File: config.mk
export PLATFORM = sky130hd
export DESIGN_NAME = hall_event_monitor
export DESIGN_NICKNAME = d
export VERILOG_FILES = /design/src/rtl/hall_mon_pkg.sv /design/src/rtl/hall_edge_sync.sv /design/src/rtl/hall_classifier.sv /design/src/rtl/hall_flag_bank.sv /design/src/rtl/hall_out_gate.sv /design/src/rtl/hall_event_monitor.sv
export SDC_FILE = /design/constraint.sdc
export NUM_CORES = 1
export LEC_CHECK = 0
export ABC_AREA = 1
export BUFFER_PORTS_ARGS = -buffer_cell sky130_fd_sc_hd__buf_2
export CORE_MARGIN = 4
export CORE_UTILIZATION = 43
export DETAILED_ROUTE_END_ITERATION = 7
export PLACE_DENSITY = 0.83
export SLEW_MARGIN = 20
export SYNTH_ARGS = -nofsm -noshare
export SYNTH_HDL_FRONTEND = slang
export SYNTH_SLANG_ARGS = --single-unit
File: constraint.sdc
create_clock -name clk -period 1.5 [get_ports clk]
set_input_delay 0 -clock clk [delete_from_list [all_inputs] [get_ports clk]]
set_output_delay 0 -clock clk [all_outputs]
set_load 0.05 [all_outputs]
File: src/rtl/hall_mon_pkg.sv
package hall_mon_pkg;
    localparam int STATUS_W    = 8;
    localparam int NUM_FLAGS   = 3;
    localparam int NUM_IRQS    = 2;
    localparam int FL_CORRECT  = 0;
    localparam int FL_WRONG    = 1;
    localparam int FL_IDLE     = 2;
    localparam int ST_CORRECT  = 4;
    localparam int ST_WRONG    = 5;
    localparam int ST_IDLE     = 6;

    typedef struct packed {
        logic correct;
        logic wrong;
    } hall_class_t;
endpackage

File: src/rtl/hall_edge_sync.sv
module hall_edge_sync #(
    parameter int W      = 3,
    parameter int STAGES = 2
) (
    input  logic         clk,
    input  logic         rst_n,
    input  logic [W-1:0] raw_in,
    output logic [W-1:0] sync_out,
    output logic         edge_stb
);
    typedef struct packed {
        logic [STAGES-1:0][W-1:0] chain;
        logic [W-1:0]             prev;
    } st_t;

    st_t st_d, st_q;

    always_comb begin
        st_d          = st_q;
        st_d.chain[0] = raw_in;
        for (int k = 1; k < STAGES; k++) begin
            st_d.chain[k] = st_q.chain[k-1];
        end
        st_d.prev = st_q.chain[STAGES-1];
    end

    always_ff @(posedge clk or negedge rst_n) begin
        if (!rst_n) st_q <= '0;
        else        st_q <= st_d;
    end

    assign sync_out = st_q.chain[STAGES-1];
    assign edge_stb = (st_q.chain[STAGES-1] != st_q.prev);
endmodule

File: src/rtl/hall_classifier.sv
module hall_classifier
    import hall_mon_pkg::*;
#(
    parameter int W = 3
) (
    input  logic         clk,
    input  logic         rst_n,
    input  logic         pat_wr,
    input  logic [W-1:0] pat_cur_wdata,
    input  logic [W-1:0] pat_exp_wdata,
    input  logic         edge_stb,
    input  logic [W-1:0] hall_val,
    output hall_class_t  cls
);
    typedef struct packed {
        logic [W-1:0] cur;
        logic [W-1:0] nxt;
    } st_t;

    st_t st_d, st_q;
    logic hit_cur, hit_exp;

    always_comb begin
        st_d = st_q;
        if (pat_wr) begin
            st_d.cur = pat_cur_wdata;
            st_d.nxt = pat_exp_wdata;
        end
    end

    always_ff @(posedge clk or negedge rst_n) begin
        if (!rst_n) st_q <= '0;
        else        st_q <= st_d;
    end

    always_comb begin
        hit_cur     = (hall_val == st_q.cur);
        hit_exp     = (hall_val == st_q.nxt);
        cls.correct = edge_stb & hit_cur;
        cls.wrong   = edge_stb & ~hit_cur & ~hit_exp;
    end
endmodule

File: src/rtl/hall_flag_bank.sv
module hall_flag_bank #(
    parameter int NF   = 3,
    parameter int NIRQ = 2
) (
    input  logic            clk,
    input  logic            rst_n,
    input  logic [NF-1:0]   hw_set,
    input  logic [NF-1:0]   sw_set,
    input  logic [NF-1:0]   sw_clr,
    input  logic [NIRQ-1:0] irq_en,
    output logic [NF-1:0]   flag_q_o,
    output logic [NF-1:0]   flag_nxt_o,
    output logic [NIRQ-1:0] irq_o
);
    typedef struct packed {
        logic [NF-1:0]   flag;
        logic [NIRQ-1:0] irq;
    } st_t;

    st_t st_d, st_q;
    logic [NF-1:0] set_any;

    assign set_any = hw_set | sw_set;

    always_comb begin
        st_d = st_q;
        for (int i = 0; i < NF; i++) begin
            if (set_any[i])     st_d.flag[i] = 1'b1;
            else if (sw_clr[i]) st_d.flag[i] = 1'b0;
        end
        for (int j = 0; j < NIRQ; j++) begin
            st_d.irq[j] = irq_en[j] & set_any[j];
        end
    end

    always_ff @(posedge clk or negedge rst_n) begin
        if (!rst_n) st_q <= '0;
        else        st_q <= st_d;
    end

    assign flag_q_o   = st_q.flag;
    assign flag_nxt_o = st_d.flag;
    assign irq_o      = st_q.irq;
endmodule

File: src/rtl/hall_out_gate.sv
module hall_out_gate #(
    parameter int MCP_W = 6,
    parameter int OUT_W = 6
) (
    input  logic             clk,
    input  logic             rst_n,
    input  logic             idle_q,
    input  logic             idle_nxt,
    input  logic             mcp_wr,
    input  logic [MCP_W-1:0] mcp_wdata,
    input  logic [OUT_W-1:0] out_in,
    input  logic [OUT_W-1:0] passive_sel,
    input  logic [OUT_W-1:0] passive_lvl,
    output logic [MCP_W-1:0] mcp_out,
    output logic [OUT_W-1:0] out_drv
);
    typedef struct packed {
        logic [MCP_W-1:0] mcp;
    } st_t;

    st_t st_d, st_q;

    always_comb begin
        st_d = st_q;
        if (idle_nxt)    st_d.mcp = '0;
        else if (mcp_wr) st_d.mcp = mcp_wdata;
    end

    always_ff @(posedge clk or negedge rst_n) begin
        if (!rst_n) st_q <= '0;
        else        st_q <= st_d;
    end

    assign mcp_out = st_q.mcp;

    for (genvar g = 0; g < OUT_W; g++) begin : g_park
        assign out_drv[g] = (idle_q & passive_sel[g]) ? passive_lvl[g] : out_in[g];
    end
endmodule

File: src/rtl/hall_event_monitor.sv
module hall_event_monitor
    import hall_mon_pkg::*;
#(
    parameter int HALL_W      = 3,
    parameter int MCP_W       = 6,
    parameter int OUT_W       = 6,
    parameter int SYNC_STAGES = 2
) (
    input  logic                 clk,
    input  logic                 rst_n,
    input  logic [HALL_W-1:0]    hall_in,
    input  logic                 pat_wr,
    input  logic [HALL_W-1:0]    pat_cur_wdata,
    input  logic [HALL_W-1:0]    pat_exp_wdata,
    input  logic [NUM_FLAGS-1:0] flag_set,
    input  logic [NUM_FLAGS-1:0] flag_clr,
    input  logic                 irq_en_correct,
    input  logic                 irq_en_wrong,
    input  logic                 mcp_wr,
    input  logic [MCP_W-1:0]     mcp_wdata,
    input  logic [OUT_W-1:0]     out_in,
    input  logic [OUT_W-1:0]     passive_sel,
    input  logic [OUT_W-1:0]     passive_lvl,
    output logic [STATUS_W-1:0]  status,
    output logic [MCP_W-1:0]     mcp_out,
    output logic [OUT_W-1:0]     out_drv,
    output logic                 irq_correct,
    output logic                 irq_wrong
);
    logic [HALL_W-1:0]    hall_s;
    logic                 hall_edge;
    hall_class_t          cls;
    logic [NUM_FLAGS-1:0] hw_set;
    logic [NUM_FLAGS-1:0] flags_q, flags_nxt;
    logic [NUM_IRQS-1:0]  irq_vec;

    hall_edge_sync #(.W(HALL_W), .STAGES(SYNC_STAGES)) u_sync (
        .clk(clk), .rst_n(rst_n), .raw_in(hall_in),
        .sync_out(hall_s), .edge_stb(hall_edge)
    );

    hall_classifier #(.W(HALL_W)) u_cls (
        .clk(clk), .rst_n(rst_n), .pat_wr(pat_wr),
        .pat_cur_wdata(pat_cur_wdata), .pat_exp_wdata(pat_exp_wdata),
        .edge_stb(hall_edge), .hall_val(hall_s), .cls(cls)
    );

    always_comb begin
        hw_set             = '0;
        hw_set[FL_CORRECT] = cls.correct;
        hw_set[FL_WRONG]   = cls.wrong;
        hw_set[FL_IDLE]    = cls.wrong;
    end

    hall_flag_bank #(.NF(NUM_FLAGS), .NIRQ(NUM_IRQS)) u_flags (
        .clk(clk), .rst_n(rst_n), .hw_set(hw_set), .sw_set(flag_set),
        .sw_clr(flag_clr), .irq_en({irq_en_wrong, irq_en_correct}),
        .flag_q_o(flags_q), .flag_nxt_o(flags_nxt), .irq_o(irq_vec)
    );

    hall_out_gate #(.MCP_W(MCP_W), .OUT_W(OUT_W)) u_gate (
        .clk(clk), .rst_n(rst_n), .idle_q(flags_q[FL_IDLE]),
        .idle_nxt(flags_nxt[FL_IDLE]), .mcp_wr(mcp_wr), .mcp_wdata(mcp_wdata),
        .out_in(out_in), .passive_sel(passive_sel), .passive_lvl(passive_lvl),
        .mcp_out(mcp_out), .out_drv(out_drv)
    );

    always_comb begin
        status             = '0;
        status[ST_CORRECT] = flags_q[FL_CORRECT];
        status[ST_WRONG]   = flags_q[FL_WRONG];
        status[ST_IDLE]    = flags_q[FL_IDLE];
    end

    assign irq_correct = irq_vec[FL_CORRECT];
    assign irq_wrong   = irq_vec[FL_WRONG];
endmodule

# ---- Word-level counts from Yosys, hierarchy flattened
# Cells that the tools add are included.
dict set report word_totals {
  n_memories 0
  latch_bits 0
  mem_bits_ro 0
  output_inout_bits 22
  input_bits 45
  wordCells 44
  reg_bits 26
  ram_bits 0
}
dict set report classes {
  n_addsub 0
  n_mux 14
  n_div 0
  bitwise_logic 14
  n_lt_le_gt_ge 0
  eq_ne 3
  shifts 0
  n_reduce_logical 3
  n_mul 0
}
# cell count
set ops {}
lappend ops {{$mux W1} 12}
lappend ops {{$mux W6} 2}
lappend ops {{$and A1 B1 Y1} 11}
lappend ops {{$eq A3 B3 Y1} 2}
lappend ops {{$reduce_bool A2 Y1} 3}
lappend ops {{$ne A3 B3 Y1} 1}
lappend ops {{$or A3 B3 Y3} 1}
lappend ops {{$not A1 Y1} 2}

# ---- Longest topological paths before layout
dict set report depth {
  depth_word 7
  mapped_depth 8
  ltp_nobuf 8
}

# ---- Modules after synthesis
# A second synthesis with hierarchy kept.
dict set report hier_totals {
  hier_cells 141
  area_unflattened_um2 1242.4
}
# mod n_inst area_each_um2 cells_per_inst seq_area_each_um2
set by_module_without_submodules {}
lappend by_module_without_submodules {hall_out_gate 1 345.3 51 150.1}
lappend by_module_without_submodules {hall_classifier 1 344.1 36 150.1}
lappend by_module_without_submodules {hall_edge_sync 1 299.0 24 225.2}
lappend by_module_without_submodules {hall_flag_bank 1 212.7 24 125.1}
lappend by_module_without_submodules {hall_event_monitor 1 41.3 6 0.0}

# ---- Worst setup path before layout
# No wires, ideal clock.
dict set report synth_path {
  path_type {flip-flop to output port}
  startpoint {register u_flags.st_q, in the netlist u_flags.flag_q_o[2]}
  endpoint {output port out_drv[2]}
  setup_slack_ns 0.044
  arrival_ns 1.456
  path_stages_with_launch 3
  t_required_ns 1.500
  cell_sequence {dfrtp_1 > buf_2 > a31oi_1}
}
dict set report synth_via {
  elab_chain_len 2
}
# element line
set synth_lines {}
lappend synth_lines {{start, declared} hall_flag_bank.sv:20} ;# st_t st_d, st_q;
lappend synth_lines {{start signal, assigned} hall_flag_bank.sv:38} ;# else st_q <= st_d;
lappend synth_lines {{$and A1 B1 Y1} hall_out_gate.sv:37} ;# assign out_drv[g] = (idle_q & passive_sel[g]) ? passive_lvl[g] : out_in[g];
lappend synth_lines {{$mux W1} hall_out_gate.sv:37}
lappend synth_lines {{end, declared} hall_event_monitor.sv:26} ;# output logic [OUT_W-1:0] out_drv,
# Every way passes these cells.

# ---- Worst setup path in the final report
dict set report layout_path {
  startpoint {register u_flags.st_q, in the netlist u_flags.flag_q_o[2]}
  endpoint {output port out_drv[4]}
}
# Same word-level chain as after synthesis.

==> out/results.tsv <==
metric	value	unit
outcome	complete, no violations	
die_area	0.00372	mm2
register_area	652	um2
core-area	0.00257	mm2
die_x	61.0	um
hold_viol_final	0	
finClkSkew	0.00813	ns
fmaxAchievable	713	MHz
final_core_util	69.2	%
grt_max_degree	27	
grt_usage	17.8	%
synth_most_common_cell	dfrtp_1	
detail-route-antenna-nets	0	
path_max_fanout	14	
numCtsBuffers	3	
synthTopCellsByArea	dfrtp_1, inv_1, mux2i_1, nand2_1, buf_4	
start_util	47.0	%
syn_avg_cell_area	9.97	um2
ys_seq_elements	26	
cp.arrival	1.40	ns
synth_mux_area_share	8.71	%
synth_simple_gate_area_share	13.2	%
slew_violations	0	
n_antenna_cell	0	
async_reset_ff_share	100	%
num_rows	18	
multiInputGateArea	428	um2
drv_cap	0	
power_density	841	mW/mm2
clkTransAtPathRegs	0.13	ns
dr.pass1.iters	4	
tightestPinTransition	0.568	ns
drt_iter0_markers	15	
drt-total-wl	3120	um
dr_total_vias	1111	
fillers	205	
yosysUniqueCellTypes	22	
synth_compound_area_share	7.68	%
drive_gt1_share	38.5	%
leakage	0.968	nW
die-height	61.0	um
cp-start-kind	flip-flop	
synthAdderAreaFrac	0	%
remaining_drc_errors	0	
clockBufferDepth	2	
rsz0062_at_grt	no	
fin_setup_tns	0	ns
clkSinkCount	26	
fin_crit	1.40	ns
ys_warn_count	0	
port_buffers	61	
ys_seq_area_share	53.9	%
area_growth	47.3	%
viasPerCell	4.73	
io-pin-count	67	
grt_pass1_wl	4910	um
netlist_area	0.00121	mm2
synth_xor_area_share	4.36	%
ir_drop	0.639	mV
gp_congestion	0.759	
finalCritPeriodShare	93.5	%
wl_per_cell	13.3	um
worstHoldPathType	in2reg	
max-slew-margin-rel	62.2	%
endpoint_kind	output port	
final_nets	252	
cts_setup_buffers	0	
yosysTopAreaCell	dfrtp_1	
synth_top_family_by_area	simple AND/OR/NAND/NOR gates	
crit_required	1.50	ns
synthFlopType	dfrtp_1	
critPathKind	reg2out	
cts_tree	yes	
htreeDepth	1	
insertion_delay	0.32	ns
synth_edf_count	0	
clockRootBuffer	clkbuf_4	
setup_viol	0	
grt-ovfl-total	0	
synthCells	121	
r2r_slack	0.29	ns
synth_commonest_cells	dfrtp_1, inv_1, nand2_1, a21oi_1	
synth_top_area_share	53.9	%
grt_pass1_vias	1142	
antenna_found_initial	0	
==> where the power goes <==
part | internal [W] | total [W] | switching [W]
Clock | 0.0000940 | 0.000283 | 0.000189
Sequential | 0.000743 | 0.000777 | 0.0000339
Combinational | 0.000167 | 0.000434 | 0.000268
==> sequential cells by signal (all words and copies together), names as in the netlist <==
name	count
u_flags.flag_q_o	3
u_gate.mcp_out	6
u_cls.st_q	6
u_sync.st_q	3
u_flags.irq_o	2
u_sync.st_d	3
u_sync.sync_out	3
==> metrics by stage <==
step                area [um2]  cells  hold slack [ns]  worst slack (ns)  power, W
floorplan                 1220    125           -0.296            0.0439   0.00106
global placement          1490    206           0.0126             0.400   0.00115
detailed placement        1490    206           0.0252             0.312   0.00117
CTS                       1780    235           0.0738            0.0993   0.00150
global route              1780    235           0.0956         0.0000978   0.00157
finish                    1780    235           0.0963            0.0969   0.00149
==> worst paths after layout <==
kind | end | cells past startpoint | startpoint
max reg2reg | u_gate.mcp_out[2] | 7 | u_sync.sync_out[0]
min reg2reg | u_sync.sync_out[0] | 0 | u_sync.st_d[6]
min in group asynchronous | u_gate.mcp_out[1] | 2 | rst_n
max | out_drv[4] | 3 | u_flags.flag_q_o[2]
max in group asynchronous | u_flags.flag_q_o[2] | 2 | rst_n
min | u_flags.flag_q_o[2] | 4 | flag_clr[2]
==> critical path: stages, from the launching register on <==
cell and delay [ns]:
dfrtp_2 0.51, a21oi_1 0.11, a31oi_1 0.18, buf_2 0.29
==> logic make-up (layout without fill, tap and decap cells) <==
family,Yosys count,count (layout)
AO/OA/AOI/OAI,17,17
AND/OR/NAND/NOR,32,32
XOR/XNOR,6,6
multiplexers,10,10
buffers and inverters,29,109
other,1,5
flip-flops,26,26
==> routing by layer <==
| layer | wire length, um | GRT usage, % |
|---|---|---|
| met2 | 1830 | 34.4 |
| met5 | 0 | 0 |
| met3 | 157 | 4.47 |
| met4 | 40 | 4.02 |
| met1 | 1090 | 19.2 |
==> cell type report <==
class	count	area share, %
Clock buffer	3	1.27
Inverter	19	4.01
Multi-Input combinational cell	70	24.1
Sequential cell	26	36.7
Tap cell	30	2.11
Timing Repair Buffer	87	31.8
==> placed cells by master (no fill, tap or decap), types with 2 or more instances in the layout <==
master / n
a21oi_1: 8
a31oi_1: 6
buf_2: 61
clkbuf_4: 3
conb_1: 5
dfrtp_1: 25
dlygate4sd3_1: 26
inv_1: 18
mux2_2: 4
mux2i_1: 6
nand2_1: 16
nand3_1: 3
nand3_2: 2
nor2_1: 4
nor2_2: 6
o21ai_0: 2
xnor2_1: 5
==> repair_timing <==
| item | CTS | global route |
|---|---|---|
| resized for setup | 1 | 0 |
| hold buffers | 26 | 0 |
| endpoints found under the setup margin | 1 | 0 |
| hold endpoints to repair | 46 | 0 |
(Power assumes the default switching activity.)
